**config.mk**
```make
export PLATFORM = sky130hd
export DESIGN_NAME = adc_result_arbiter
export DESIGN_NICKNAME = d
export VERILOG_FILES = /design/src/rtl/adcra_pkg.sv /design/src/rtl/adcra_cfg.sv /design/src/rtl/adcra_tsense.sv /design/src/rtl/adcra_result.sv /design/src/rtl/adc_result_arbiter.sv
export SDC_FILE = /design/constraint.sdc
export NUM_CORES = 1
export LEC_CHECK = 0
export BUFFER_PORTS_ARGS = -buffer_cell sky130_fd_sc_hd__buf_4
export CORE_AREA = 2 2 73 75
export DETAILED_ROUTE_END_ITERATION = 16
export DIE_AREA = 0 0 75 77
export PLACE_DENSITY_LB_ADDON = 0.25
export SLEW_MARGIN = 20
export SYNTH_ARGS = -nofsm -noshare
export SYNTH_HDL_FRONTEND = slang
export SYNTH_SLANG_ARGS = --single-unit
export TNS_END_PERCENT = 30
```
**constraint.sdc**
```tcl
create_clock -name clk -period 3.3 [get_ports clk]
set_input_delay 0 -clock clk [delete_from_list [all_inputs] [get_ports clk]]
set_output_delay 0 -clock clk [all_outputs]
set_load 0.1 [all_outputs]
```
**src/rtl/adcra_pkg.sv**
```systemverilog
package adcra_pkg;
  typedef enum logic [2:0] {
    A_MODE = 3'd0,
    A_CHAN = 3'd1,
    A_PCFG = 3'd2,
    A_TCTL = 3'd3,
    A_RES  = 3'd4,
    A_RESH = 3'd5,
    A_STAT = 3'd6
  } reg_addr_e;

  localparam int MODE_RUN_B   = 0;
  localparam int MODE_PWR_B   = 1;
  localparam int MODE_TSEL_LO = 2;
  localparam int STAT_FLAG_B  = 0;
  localparam int STAT_OK_B    = 1;
  localparam logic [7:0] TCTL_KEEP = 8'h8F;
endpackage

```
**src/rtl/adcra_cfg.sv**
```systemverilog
module adcra_cfg
  import adcra_pkg::*;
#(
  parameter int WD_W = 8,
  parameter int CH_W = 4,
  parameter int TS_W = 5
) (
  input  logic            clk,
  input  logic            rst_n,
  input  logic            wr,
  input  logic [2:0]      addr,
  input  logic [WD_W-1:0] wdata,
  input  logic            flag,
  output logic            run_q,
  output logic            pwr_q,
  output logic [TS_W-1:0] tsel_q,
  output logic [CH_W-1:0] chan_q,
  output logic [CH_W-1:0] pcfg_q,
  output logic [7:0]      tctl_q,
  output logic            cfg_wr,
  output logic            cnt_restart
);
  logic wr_mode, wr_chan, wr_pcfg, wr_tctl, run_rise;

  assign wr_mode = wr && (addr == A_MODE);
  assign wr_chan = wr && (addr == A_CHAN);
  assign wr_pcfg = wr && (addr == A_PCFG);
  assign wr_tctl = wr && (addr == A_TCTL);
  assign cfg_wr  = wr_mode || wr_chan || wr_pcfg;

  // run may only rise while no end-of-conversion flag is outstanding
  assign run_rise    = wr_mode && !run_q && wdata[MODE_RUN_B] && !flag;
  assign cnt_restart = run_rise || (wr_chan && (wdata[CH_W-1:0] != chan_q));

  always_ff @(posedge clk or negedge rst_n) begin
    if (!rst_n) begin
      run_q  <= 1'b0;
      pwr_q  <= 1'b0;
      tsel_q <= '0;
      chan_q <= '0;
      pcfg_q <= '0;
      tctl_q <= '0;
    end else begin
      if (wr_mode) begin
        pwr_q <= wdata[MODE_PWR_B];
        if (!run_q) tsel_q <= wdata[MODE_TSEL_LO +: TS_W];
        run_q <= run_q ? wdata[MODE_RUN_B] : run_rise;
      end
      if (wr_chan) chan_q <= wdata[CH_W-1:0];
      if (wr_pcfg) pcfg_q <= wdata[CH_W-1:0];
      if (wr_tctl) tctl_q <= wdata[7:0] & TCTL_KEEP;
    end
  end

  assert_tsel_hold_R5: assert property (@(posedge clk) disable iff (!rst_n)
    run_q |=> $stable(tsel_q));
  assert_run_gate_R6: assert property (@(posedge clk) disable iff (!rst_n)
    $rose(run_q) |-> !$past(flag));
endmodule

```
**src/rtl/adcra_tsense.sv**
```systemverilog
module adcra_tsense #(
  parameter int CH_W = 4,
  parameter logic [CH_W-1:0] TS0_CH = 4'd8,
  parameter logic [CH_W-1:0] TS1_CH = 4'd9
) (
  input  logic            clk,
  input  logic            rst_n,
  input  logic            restart,
  input  logic            acc,
  input  logic [CH_W-1:0] chan,
  output logic            ok_now
);
  localparam logic [1:0] CNT_TOP = 2'd2;
  logic [1:0] cnt_q;

  always_ff @(posedge clk or negedge rst_n) begin
    if (!rst_n)                       cnt_q <= '0;
    else if (restart)                 cnt_q <= '0;
    else if (acc && cnt_q != CNT_TOP) cnt_q <= cnt_q + 2'd1;
  end

  // cnt_q counts earlier results since the restart
  always_comb begin
    if (chan == TS0_CH)      ok_now = (cnt_q >= 2'd1);
    else if (chan == TS1_CH) ok_now = (cnt_q >= 2'd2);
    else                     ok_now = 1'b1;
  end

  assert_cnt_bound_R9: assert property (@(posedge clk) disable iff (!rst_n)
    (cnt_q == CNT_TOP) |=> (cnt_q == CNT_TOP) || (cnt_q == 2'd0));
endmodule

```
**src/rtl/adcra_result.sv**
```systemverilog
module adcra_result #(
  parameter int RES_W = 10
) (
  input  logic             clk,
  input  logic             rst_n,
  input  logic             acc,
  input  logic [RES_W-1:0] data,
  input  logic             ok_in,
  input  logic             cfg_wr,
  input  logic             rd_res,
  input  logic             clr_flag,
  output logic [RES_W-1:0] result_q,
  output logic             ok_q,
  output logic             flag_q,
  output logic             pend_q
);
  logic [RES_W-1:0] pdata_q;
  logic             pok_q, take, commit;

  assign take   = acc && !cfg_wr;                     // config write drops result
  assign commit = (take && !rd_res) || (pend_q && !rd_res);

  always_ff @(posedge clk or negedge rst_n) begin
    if (!rst_n) begin
      result_q <= '0;
      ok_q     <= 1'b0;
      pend_q   <= 1'b0;
      pdata_q  <= '0;
      pok_q    <= 1'b0;
    end else if (take && rd_res) begin
      pend_q  <= 1'b1;
      pdata_q <= data;
      pok_q   <= ok_in;
    end else if (take) begin
      result_q <= data;
      ok_q     <= ok_in;
      pend_q   <= 1'b0;
    end else if (pend_q && !rd_res) begin
      result_q <= pdata_q;
      ok_q     <= pok_q;
      pend_q   <= 1'b0;
    end
  end

  always_ff @(posedge clk or negedge rst_n) begin
    if (!rst_n) flag_q <= 1'b0;
    else        flag_q <= commit || (flag_q && !clr_flag);
  end

  assert_defer_R2: assert property (@(posedge clk) disable iff (!rst_n)
    (acc && !cfg_wr && rd_res) |=> (pend_q && $stable(result_q)));
  assert_drain_R2: assert property (@(posedge clk) disable iff (!rst_n)
    (pend_q && !rd_res) |=> !pend_q);
  assert_drop_R4: assert property (@(posedge clk) disable iff (!rst_n)
    (acc && cfg_wr && !pend_q) |=> ($stable(result_q) && !pend_q && !$rose(flag_q)));
  assert_sticky_R6: assert property (@(posedge clk) disable iff (!rst_n)
    (flag_q && !clr_flag) |=> flag_q);
endmodule

```
**src/rtl/adc_result_arbiter.sv**
```systemverilog
module adc_result_arbiter
  import adcra_pkg::*;
#(
  parameter int WD_W  = 8,
  parameter int RD_W  = 16,
  parameter int RES_W = 10,
  parameter int CH_W  = 4,
  parameter int TS_W  = 5,
  parameter logic [CH_W-1:0] TS0_CH = 4'd8,
  parameter logic [CH_W-1:0] TS1_CH = 4'd9
) (
  input  logic             clk,
  input  logic             rst_n,
  input  logic [2:0]       bus_addr,
  input  logic             bus_wr,
  input  logic             bus_rd,
  input  logic [WD_W-1:0]  bus_wdata,
  output logic [RD_W-1:0]  bus_rdata,
  input  logic             cnv_valid,
  input  logic [RES_W-1:0] cnv_data,
  output logic             cnv_ready,
  output logic [CH_W-1:0]  cnv_chan,
  output logic [TS_W-1:0]  cnv_tsel,
  output logic             irq
);
  localparam int HI_W = 8;

  logic             run, pwr, flag, pend, ok_res, ok_now, cfg_wr, restart;
  logic             acc, rd_res, clr_flag;
  logic [CH_W-1:0]  pcfg;
  logic [7:0]       tctl;
  logic [RES_W-1:0] result;
  logic [RD_W-1:0]  rd_mux;

  assign cnv_ready = run && pwr;
  assign acc       = cnv_valid && cnv_ready;
  assign rd_res    = bus_rd && (bus_addr == A_RES || bus_addr == A_RESH);
  assign clr_flag  = bus_wr && (bus_addr == A_STAT) && bus_wdata[STAT_FLAG_B];
  assign irq       = flag;

  adcra_cfg #(.WD_W(WD_W), .CH_W(CH_W), .TS_W(TS_W)) cfg_i (
    .clk(clk), .rst_n(rst_n), .wr(bus_wr), .addr(bus_addr), .wdata(bus_wdata),
    .flag(flag), .run_q(run), .pwr_q(pwr), .tsel_q(cnv_tsel), .chan_q(cnv_chan),
    .pcfg_q(pcfg), .tctl_q(tctl), .cfg_wr(cfg_wr), .cnt_restart(restart));

  adcra_tsense #(.CH_W(CH_W), .TS0_CH(TS0_CH), .TS1_CH(TS1_CH)) ts_i (
    .clk(clk), .rst_n(rst_n), .restart(restart), .acc(acc), .chan(cnv_chan),
    .ok_now(ok_now));

  adcra_result #(.RES_W(RES_W)) res_i (
    .clk(clk), .rst_n(rst_n), .acc(acc), .data(cnv_data), .ok_in(ok_now),
    .cfg_wr(cfg_wr), .rd_res(rd_res), .clr_flag(clr_flag), .result_q(result),
    .ok_q(ok_res), .flag_q(flag), .pend_q(pend));

  always_comb begin
    rd_mux = '0;
    case (bus_addr)
      A_MODE: begin
        rd_mux[MODE_RUN_B]              = run;
        rd_mux[MODE_PWR_B]              = pwr;
        rd_mux[MODE_TSEL_LO +: TS_W]    = cnv_tsel;
      end
      A_CHAN: rd_mux[CH_W-1:0]  = cnv_chan;
      A_PCFG: rd_mux[CH_W-1:0]  = pcfg;
      A_TCTL: rd_mux[7:0]       = tctl;
      A_RES:  rd_mux[RES_W-1:0] = result;
      A_RESH: rd_mux[HI_W-1:0]  = result[RES_W-1 -: HI_W];
      A_STAT: begin
        rd_mux[STAT_FLAG_B] = flag;
        rd_mux[STAT_OK_B]   = ok_res;
      end
      default: rd_mux = '0;
    endcase
  end

  always_ff @(posedge clk or negedge rst_n) begin
    if (!rst_n)      bus_rdata <= '0;
    else if (bus_rd) bus_rdata <= rd_mux;
  end

  assert_tctl_rsvd_R11: assert property (@(posedge clk) disable iff (!rst_n)
    (bus_rd && bus_addr == A_TCTL) |=> (bus_rdata[6:4] == 3'b000));
  assert_not_ready_R7: assert property (@(posedge clk) disable iff (!rst_n)
    (cnv_valid && !cnv_ready && !pend) |=> ($stable(result) && !$rose(flag)));
endmodule

```
* Word level (Yosys, flattened, before mapping) *
Cells that the tools add are included.

operators by class
  add/subtract/negate cells = 1
  multipliers = 0
  divide/modulo/power cells = 0
  magnitude comparators = 2
  eq/ne operators = 10
  shift-type cells = 0
  muxes and demuxes = 17
  bitwise logic cells = 2
  reductions and logical operators = 36

operators with widths
  cell                                                               number
  2-to-1 mux 10 bit                                                  2
  logical AND 1 bit                                                  19
  one-hot mux 2 bit (7 select lines)                                 1
  one-hot mux 2 bit (6 select lines)                                 1
  == test 3 bit, second input constant                               3
  one-hot mux 3 bit (3 select lines)                                 1
  == test 4 bit, second input constant                               2
  2-to-1 mux 1 bit                                                   8
  == test 3 x 2 -> 1 bit, second input constant                      2
  logical OR 1 bit                                                   6
  2-to-1 mux 2 bit                                                   3
  logical NOT 1 bit                                                  5
  inequality test 4 bit                                              1
  AND reduction 2 bit                                                2
  nonzero test 2 bit                                                 2
  == test 3 x 1 -> 1 bit, second input constant                      1
  logical NOT 3 bit                                                  1
  one-hot mux 1 bit (3 select lines)                                 1
  nonzero test 3 bit                                                 1
  adder 2 x 1 -> 2 bit, second input constant                        1
  greater-or-equal comparator 2 x 1 -> 1 bit, second input constant  1
  greater-or-equal comparator 2 bit, second input constant           1
  inequality test 2 bit, second input constant                       1
  NOT 1 bit                                                          2

storage, ports and cells
  register bits after elaboration = 56
  latch bits = 0
  RAM bits = 0
  ROM bits = 0
  bits of input ports = 26
  output and inout port bits = 27
  word-level logic and storage cells = 82
  memories = 0

* Depth between registers and ports, before layout *
Gate-level depths: netlist of run 1.

  depth after elaboration = 9
  depth in mapped cells = 7
  mapped depth without buffers = 6

* Hierarchy *
From an unflattened synthesis of run 1, not the netlist that was laid out.

second synthesis, totals
  cells, all modules = 238
  area total of the unflattened synthesis = 2994.1 sq um

modules (own cells, without submodules)
  module              times used  cells an instance  area an instance (sq um)  seq. area each (sq um)
  adcra_result        1           68                 1119.8                    600.6
  adcra_cfg           1           59                 887.1                     500.5
  adc_result_arbiter  1           96                 845.8                     250.2
  adcra_tsense        1           15                 141.4                     50.0

* Worst setup path before layout of run 1 *
OpenSTA, ideal clock, no wires.

  path type = reg2reg
  start point = register cfg_i.chan_q[0]
  end point = register res_i.ok_q
  setup time = 0.124 ns
  arrival time = 1.802 ns
  data required time = 3.176 ns
  slack = 1.374 ns
  cell stages (with the launch flop) = 5
  buffers on the path = 0
  clock period less this slack = 1.926 ns
  cell sequence = dfrtp_1 > nor3b_1 > o211ai_1 > and3_1 > a211o_1

between the ends
  cells in the longest elaborated chain, start to end = 4
  elaborated cells on any way between the ends = 5
  those cells by class = eq/ne: 2; mux: 3

ends and longest elaborated chain
  item                      RTL line            text
  start: declaration        adcra_cfg.sv:17     output logic [CH_W-1:0] chan_q,
  start signal: assignment  adcra_cfg.sv:49     if (wr_chan) chan_q <= wdata[CH_W-1:0];
  == test 4 bit             adcra_tsense.sv:25  else if (chan == TS1_CH) ok_now = (cnt_q >= 2'd2);
  2-to-1 mux 1 bit          adcra_tsense.sv:25
  2-to-1 mux 1 bit (*)      adcra_tsense.sv:24  if (chan == TS0_CH) ok_now = (cnt_q >= 2'd1);
  2-to-1 mux 1 bit (*)      adcra_result.sv:34  end else if (take) begin
  end signal: assignment    adcra_result.sv:36  ok_q <= ok_in;
  end signal: assignment    adcra_result.sv:40  ok_q <= pok_q;
  end: declaration          adcra_result.sv:13  output logic ok_q,

Mark *: on every way between the ends. The rest lies on a longest branch, timed or not.
A chain may end at the register's enable or synchronous reset.

* Worst setup path after layout of run 1 *
  start point = register cfg_i.run_q
  end point = register res_i.pdata_q[3]

between the ends
  cells in the longest elaborated chain, start to end = 4

ends and longest elaborated chain
  item                      RTL line                  text
  start: declaration        adcra_cfg.sv:14           output logic run_q,
  start signal: assignment  adcra_cfg.sv:47           run_q <= run_q ? wdata[MODE_RUN_B] : run_rise;
  logical AND 1 bit         adc_result_arbiter.sv:35  assign cnv_ready = run && pwr;
  logical AND 1 bit         adc_result_arbiter.sv:36  assign acc = cnv_valid && cnv_ready;
  logical AND 1 bit         adcra_result.sv:20        assign take = acc && !cfg_wr;
  logical AND 1 bit         adcra_result.sv:30        end else if (take && rd_res) begin
  end signal: assignment    adcra_result.sv:32        pdata_q <= data;
  end: declaration          adcra_result.sv:17        logic [RES_W-1:0] pdata_q;

Every way passes these cells.

==> results_tabular.tex, run 1 <==
\begin{tabular}{lr}
\hline
Metric & Value \\
\hline
\multicolumn{2}{l}{\textbf{Logic synthesis}} \\
Sequential-to-total area share from yosys stat & 49.2\% \\
Syn. warnings & 0 \\
Syn Std Cell Area & roughly 2800 um2 \\
Number of enable-type register cells in the synthesized netlist & 0 \\
Avg Synthesized Cell Area & $\sim$12 um2 \\
Post-synthesis register bit count & 56 \\
Yosys cell types & 44 \\
Synth Instances & 239 \\
Top FF cell, synth & dfrtp\_1 \\
Fraction of registers with async set or reset after synthesis & 100\% \\
\multicolumn{2}{l}{\textbf{Setup path}} \\
Endpoint required time on the critical path & 3.49 ns \\
Startpoint types & flop \\
Max FO, Critical Path & 11 \\
Worst reg2reg path depth & 3 \\
Origin of the critical flop-to-flop path & cfg\_i.run\_q \\
Crit path launch & cfg\_i.run\_q \\
R2r endpoint & res\_i.pdata\_q[3] \\
Setup CP Type & flop to flop \\
Worst endpoint data arrival time & 2.24 ns \\
Type of element capturing the critical path & flop \\
Capturing instance or port of the critical path & res\_i.pdata\_q[3] \\
Reg-to-reg setup timing slack & 1.26 ns \\
\multicolumn{2}{l}{\textbf{Cells and area}} \\
Area used by multi-input combinational logic & approximately 1300 um2 \\
Final layout net count & 325 \\
Share of post-route cells with drive strength above 1 & 37.6\% \\
Layout Cell Area excl Fill & 3480 um2 \\
Layout overhead on the synthesized area & 22.4\% \\
Diodes inserted & 0 \\
Most common library cell in the layout ignoring fill and taps & dfrtp\_1 \\
Number of fill cells in the layout & 395 \\
Commonest cells after routing, fill and taps aside & dfrtp\_1 (56), mux2\_2 (50), buf\_4 (46) \\
Non-Filler Instances & 368 \\
Core utilization of the finished layout & 70.0\% \\
Area taken by flip-flops and latches & 1400 um2 \\
\multicolumn{2}{l}{\textbf{Timing}} \\
Post-Route Skew & slightly below 0.009 ns \\
Time the worst path needs with I/O delays and setup & 2.04 ns \\
Timing-limited maximum frequency & 0.490 GHz \\
Hold Vio Cnt, Final & 0 \\
Number of slew-limit violations in the final report & 0 \\
Unrepaired setup endpoints after global routing & false \\
Setup-failing EPs final & 0 \\
Total Negative Setup Slacks & 0 ns \\
Remaining max-slew budget at the tightest pin & 26.8\% \\
Transition time at the pin with the least slew margin & 1.09 ns \\
Ratio of final minimum period to clock period & 61.8\% \\
\multicolumn{2}{l}{\textbf{Place}} \\
Half-perimeter wire length after detailed placement & 4020 um \\
Placed insts & 341 \\
Number of input and output port buffers inserted & 46 \\
Total placed instance area & 3170 um2 \\
Last weighted congestion value of the routability-driven placer & 0.794 \\
\multicolumn{2}{l}{\textbf{Route}} \\
Post-route antenna net violation count & 0 \\
Initial DRT Pass Iterations & 4 \\
Starting DRC count in detailed routing & 72 \\
Average wire per standard cell & 15.9 um \\
Routed vias & 1951 \\
Sum of routed wire length over all layers & 5840 um \\
DR DRC count & 0 \\
Vias per std cell & 5.30 \\
\multicolumn{2}{l}{\textbf{CTS}} \\
H-tree levels & 2 \\
Clock input transition at the sequential cells of the worst setup and hold paths & 0.10 ns \\
TritonCTS clock tree & built \\
Worst-case clock buffer depth & 2 \\
Root Buffer & clkbuf\_8 \\
Insertion delay of the later-clocked pin in the worst-skew pair & 0.31 ns \\
Sink count of the clock tree & 56 \\
CTS buffer count & 5 \\
\multicolumn{2}{l}{\textbf{Hold path}} \\
Type of the tightest min-delay check & input port to flop \\
\multicolumn{2}{l}{\textbf{Die}} \\
Core region area & 4980 um2 \\
Die Wd & 75 um \\
Initial Utilization & 57.2\% \\
Die outline height & between 70 and 80 um \\
Rows & 26 \\
Overall die area & 5780 um2 \\
Count of boundary I/O pins & 53 \\
\multicolumn{2}{l}{\textbf{Global route}} \\
Pin count of the biggest net entering global routing & 57 \\
Global-route usage over all layers & 22.0\% \\
Number of antenna violations at the first check in global routing & 0 \\
GRT overflow & 0 \\
Via count of the first global-routing pass & 1951 \\
Global-route wire length before repair & 9650 um \\
\multicolumn{2}{l}{\textbf{Power and ir drop}} \\
Leak Pwr & 1.59 nW \\
Maximum resistive drop on vdd & 691 uV \\
Overall power after layout & approximately 2.8 mW \\
Power per standard cell area & 793 nW/um2 \\
\multicolumn{2}{l}{\textbf{Outcome}} \\
Run status & complete, no violations \\
\multicolumn{2}{l}{\textbf{Run}} \\
Number of maximum-capacitance violations & 0 \\
\hline
\end{tabular}
repair_timing:
item,in CTS,in global routing
hold buffers,19,0
hold endpoints to repair,83,0
buffers inserted,0,0
gates resized for setup,0,0
worst max-delay path, cell delays in order, from the launching register on:
cell     delay, ns
dfrtp_1       0.47
nand3_2       0.17
nor2_1        0.86
mux2_2        0.42
per-layer routing:
layer / GRT usage (%) / wire (um)
met3: 3.94 / 222
met5: 0 / 0
met2: 36.2 / 2890
met4: 6.07 / 82
met1: 29.5 / 2650
cell families (layout without fill, tap and decap cells):
family | after synthesis | in the layout | share of synthesized area (%)
AO/OA/AOI/OAI | 34 | 34 | 8.30
XOR/XNOR | 5 | 5 | 1.54
adder cells (fa/ha/maj) | 2 | 2 | 0.879
buffers and inverters | 31 | 85 | 6.02
flip-flops | 56 | 56 | 49.2
multiplexers | 61 | 61 | 24.3
other | 1 | 6 | 0.132
AND/OR/NAND/NOR | 49 | 49 | 9.67
sequential cells by signal, summed over array words and instances (netlist names):
name / flops
bus_rdata: 10
cfg_i.chan_q: 4
cfg_i.pcfg_q: 4
cfg_i.pwr_q: 1
cfg_i.run_q: 1
cfg_i.tctl_q: 5
cfg_i.tsel_q: 5
res_i.flag_q: 1
res_i.ok_q: 1
res_i.pdata_q: 10
res_i.pend_q: 1
res_i.pok_q: 1
res_i.result_q: 10
ts_i.cnt_q: 2
per-stage QoR:
step	hold WS [ns]	worst slack [ns]
after floorplan	-0.296	1.37
after detailed placement	0.0898	1.35
after global placement	0.0889	1.45
after global routing	0.0274	1.22
final	0.0180	1.26
after CTS	0.0181	1.36
synth_stat cells, drive strengths merged (4+ instances only):
cell type	n	area, um2
o21ai	7	38.8
buf	18	123
o211ai	5	37.5
nor2	15	63.8
dfrtp	56	1400
nand2	9	33.8
a31oi	4	25.0
nand3	4	25.0
mux2i	9	90.1
a21oi	6	41.3
mux2	51	578
nand3b	5	37.5
xnor2	5	43.8
inv	12	45.0
o22ai	4	25.0
power breakdown:
part | leakage, nW | switching [mW] | internal [mW]
Sequential | 0.708 | 0.184 | 0.906
Clock | 0.0614 | 0.220 | 0.248
Combinational | 0.823 | 0.797 | 0.408
Total | 1.59 | 1.20 | 1.56
area by class of cell:
cell class                 instances  share of cell area (%)
sequential                        56                    40.2
multi-input combinational        157                    37.1
timing repair buffer              65                    15.4
tap                               70                    2.51
clock buffer                       6                    2.37
inverter                          12                    1.29
clock inverter                     2                    1.11
worst min-delay path by stage:
stage / endpoint / startpoint / slack, ns / depth (start not counted)
2_1_floorplan: bus_rdata[0] / rst_n / -0.30 / 0
3_3_place_gp: cfg_i.tsel_q[0] / rst_n / 0.09 / 1
3_5_place_dp: cfg_i.pcfg_q[3] / rst_n / 0.09 / 1
4_1_cts: bus_rdata[7] / bus_rd / 0.02 / 2
5_1_grt: bus_rdata[7] / bus_rd / 0.03 / 2
6_report: bus_rdata[7] / bus_rd / 0.02 / 2
(Power assumes the default switching activity.)
==> run 2: changes to the inputs <==
CORE_AREA = 2 2 75 77   (was 2 2 73 75)
DIE_AREA = 0 0 77 79   (was 0 0 75 77)
clock period = 1.95 ns   (was 3.3 ns; I/O delays follow)
==> run 2 against run 1 <==
Highest routed layer unchanged. Sequential share of layout area decreased by 0.23 points. Clock power up 76%. Utilization shrank 4.4 points. Largest power group unchanged. Combinational power increased by 70%. Via count up 1.4%.
==> results_tabular.tex, run 2 (same netlist as run 1, synthesis figures left out) <==
\begin{tabular}{lr}
\hline
Metric & Value \\
\hline
\multicolumn{2}{l}{\textbf{Cells and area}} \\
Layout overhead on the synthesized area & 23.1\% \\
Share of post-route cells with drive strength above 1 & 38.3\% (+0.75 points) \\
Most common library cell in the layout ignoring fill and taps & dfrtp\_1 \\
Non-Filler Instances & 372 (+1.1\%) \\
Final layout net count & 327 (+0.62\%) \\
Diodes inserted & 0 (unchanged) \\
Core utilization of the finished layout & 65.7\% (-4.4 points) \\
Registers with the highest flip-flop counts & bus\_rdata x10, res\_i.pdata\_q x10, res\_i.result\_q x10 \\
Number of fill cells in the layout & 436 (+10\%) \\
Layout Cell Area excl Fill & 3500 um2 (+0.57\%) \\
Commonest cells after routing, fill and taps aside & dfrtp\_1 (56), mux2\_2 (50), buf\_4 (49) \\
\multicolumn{2}{l}{\textbf{Timing}} \\
Final Worst Setup Slack & 0.212 ns (-1.05 ns) \\
Unrepaired setup endpoints after global routing & false \\
Total Negative Setup Slacks & 0 ns (unchanged) \\
WHS & 0.00886 ns (-0.00916 ns) \\
Number of slew-limit violations in the final report & 0 (unchanged) \\
Remaining max-slew budget at the tightest pin & 53.2\% (+26 points) \\
Time the worst path needs with I/O delays and setup & 1.74 ns (-0.303 ns) \\
Setup-failing EPs final & 0 (unchanged) \\
Post-Route Skew & 0.00608 ns (-0.00271 ns) \\
Transition time at the pin with the least slew margin & 0.702 ns (-0.392 ns) \\
Ratio of final minimum period to clock period & 89.1\% (+27 points) \\
Hold Vio Cnt, Final & 0 (unchanged) \\
Timing-limited maximum frequency & 0.576 GHz (+17\%) \\
\multicolumn{2}{l}{\textbf{Setup path}} \\
Cell Chain, Critical Path & nand3\_2 -> a21oi\_4 -> o21ai\_2 -> mux2\_2 \\
Slowest-stage cell, CP & o21ai\_2 \\
CP Buf/Inv Count & 0 (unchanged) \\
Worst stage delay on the critical path & 0.56 ns (-0.30 ns) \\
Endpoint required time on the critical path & 2.15 ns (-1.34 ns) \\
Type of element capturing the critical path & flop \\
Setup CP Type & flop to flop \\
Cell family with the largest share of critical-path delay & compound AO/OA/AOI/OAI gates \\
Startpoint types & flop \\
Max FO, Critical Path & 14 (+3) \\
Worst endpoint data arrival time & 1.94 ns (-0.30 ns) \\
\multicolumn{2}{l}{\textbf{CTS}} \\
Hold bufs inserted after CTS & 18 (-1) \\
Sink count of the clock tree & 56 (unchanged) \\
Clock input transition at the sequential cells of the worst setup and hold paths & 0.10 ns (about the same) \\
H-tree levels & 2 (unchanged) \\
Root Buffer & clkbuf\_8 \\
Insertion delay of the later-clocked pin in the worst-skew pair & 0.31 ns (about the same) \\
TritonCTS clock tree & built \\
CTS buffer count & 5 (unchanged) \\
Post\_cts resized & 0 (unchanged) \\
Total setup buffers inserted after CTS & 0 (unchanged) \\
Worst-case clock buffer depth & 2 (unchanged) \\
\multicolumn{2}{l}{\textbf{Die}} \\
Core region area & 5340 um2 (+7.2\%) \\
Die outline height & 79 um (+2.6\%) \\
Die Wd & 77 um (+2.7\%) \\
Initial Utilization & 53.4\% (-3.9 points) \\
Rows & 27 (+3.8\%) \\
Overall die area & 6080 um2 (+5.3\%) \\
Count of boundary I/O pins & 53 (unchanged) \\
\multicolumn{2}{l}{\textbf{Outcome}} \\
Run status & complete, no violations \\
\multicolumn{2}{l}{\textbf{Place}} \\
Half-perimeter wire length after detailed placement & 4050 um (+0.82\%) \\
Total placed instance area & 3200 um2 (+0.79\%) \\
Worst slack after detailed placement & 0.230 ns (-1.12 ns) \\
Placed insts & 346 (+1.5\%) \\
Number of input and output port buffers inserted & 46 (unchanged) \\
Last weighted congestion value of the routability-driven placer & 0.811 (+2.1\%) \\
\multicolumn{2}{l}{\textbf{Global route}} \\
Global-route usage over all layers & 20.6\% (-1.3 points) \\
GRT overflow & 0 (unchanged) \\
Global-route wire length before repair & 9690 um (+0.42\%) \\
Pin count of the biggest net entering global routing & 57 (unchanged) \\
Via count of the first global-routing pass & 1927 (-1.2\%) \\
Number of antenna violations at the first check in global routing & 0 (unchanged) \\
\multicolumn{2}{l}{\textbf{Power and ir drop}} \\
Leak Pwr & 1.61 nW (+0.88\%) \\
Power per standard cell area & 1340 nW/um2 (+69\%) \\
Maximum resistive drop on vdd & 863 uV (+25\%) \\
Overall power after layout & 4.70 mW (+70\%) \\
\multicolumn{2}{l}{\textbf{Run}} \\
Number of maximum-capacitance violations & 0 (unchanged) \\
\multicolumn{2}{l}{\textbf{Route}} \\
Initial DRT Pass Iterations & 4 (unchanged) \\
DR DRC count & 0 (unchanged) \\
Average wire per standard cell & 15.9 um (about the same) \\
Post-route antenna net violation count & 0 (unchanged) \\
Sum of routed wire length over all layers & 5900 um (+1.0\%) \\
Vias per std cell & 5.32 (+0.34\%) \\
Starting DRC count in detailed routing & 117 (+63\%) \\
Routed vias & 1979 (+1.4\%) \\
\multicolumn{2}{l}{\textbf{Hold path}} \\
Type of the tightest min-delay check & input port to flop \\
\hline
\end{tabular}
## run 2: cell types whose count changed in the layout (fill, tap and decap cells not counted)
cell,delta
clkbuf_8,+1
clkinv_4,-1
dlygate4sd3_1,-1
buf_4,+3
## run 2: area by class of cell
cell class	count	area (um2)	area share [%]
tap	72	90.1	2.57
multi-input combinational	157	1290	36.9
clock buffer	7	96.3	2.75
inverter	12	45.0	1.29
timing repair buffer	67	548	15.6
sequential	56	1400	40.0
clock inverter	1	30.0	0.857
## run 2: per-layer routing
metal  track usage (%)  part of all wire, %  up-vias
met5                 0                    0        -
met4              7.14                 0.93        0
met3              3.98                  4.4        4
met2              33.1                   49       54
met1              28.5                   45      962
li1                  -                    -      959
## run 2: path summary, 6_finish.rpt
check                             startpoint           endpoint  slack (ns)  cells after the start
max in group asynchronous              rst_n    cfg_i.tctl_q[3]        1.20                      2
worst min register to register    res_i.ok_q         res_i.ok_q        0.51                      1
worst min-delay path            bus_wdata[0]    cfg_i.chan_q[0]       0.009                      2
worst max register to register   cfg_i.pwr_q  res_i.result_q[9]        0.21                      4
worst max-delay path             cfg_i.pwr_q  res_i.result_q[9]        0.21                      4
min in group asynchronous              rst_n    cfg_i.chan_q[2]        0.27                      2
## run 2: report_power, final
| group | switching (mW) | internal [mW] | leakage [nW] |
|---|---|---|---|
| Combinational | 1.36 | 0.703 | 0.834 |
| Sequential | 0.284 | 1.53 | 0.708 |
| Clock | 0.369 | 0.454 | 0.0645 |
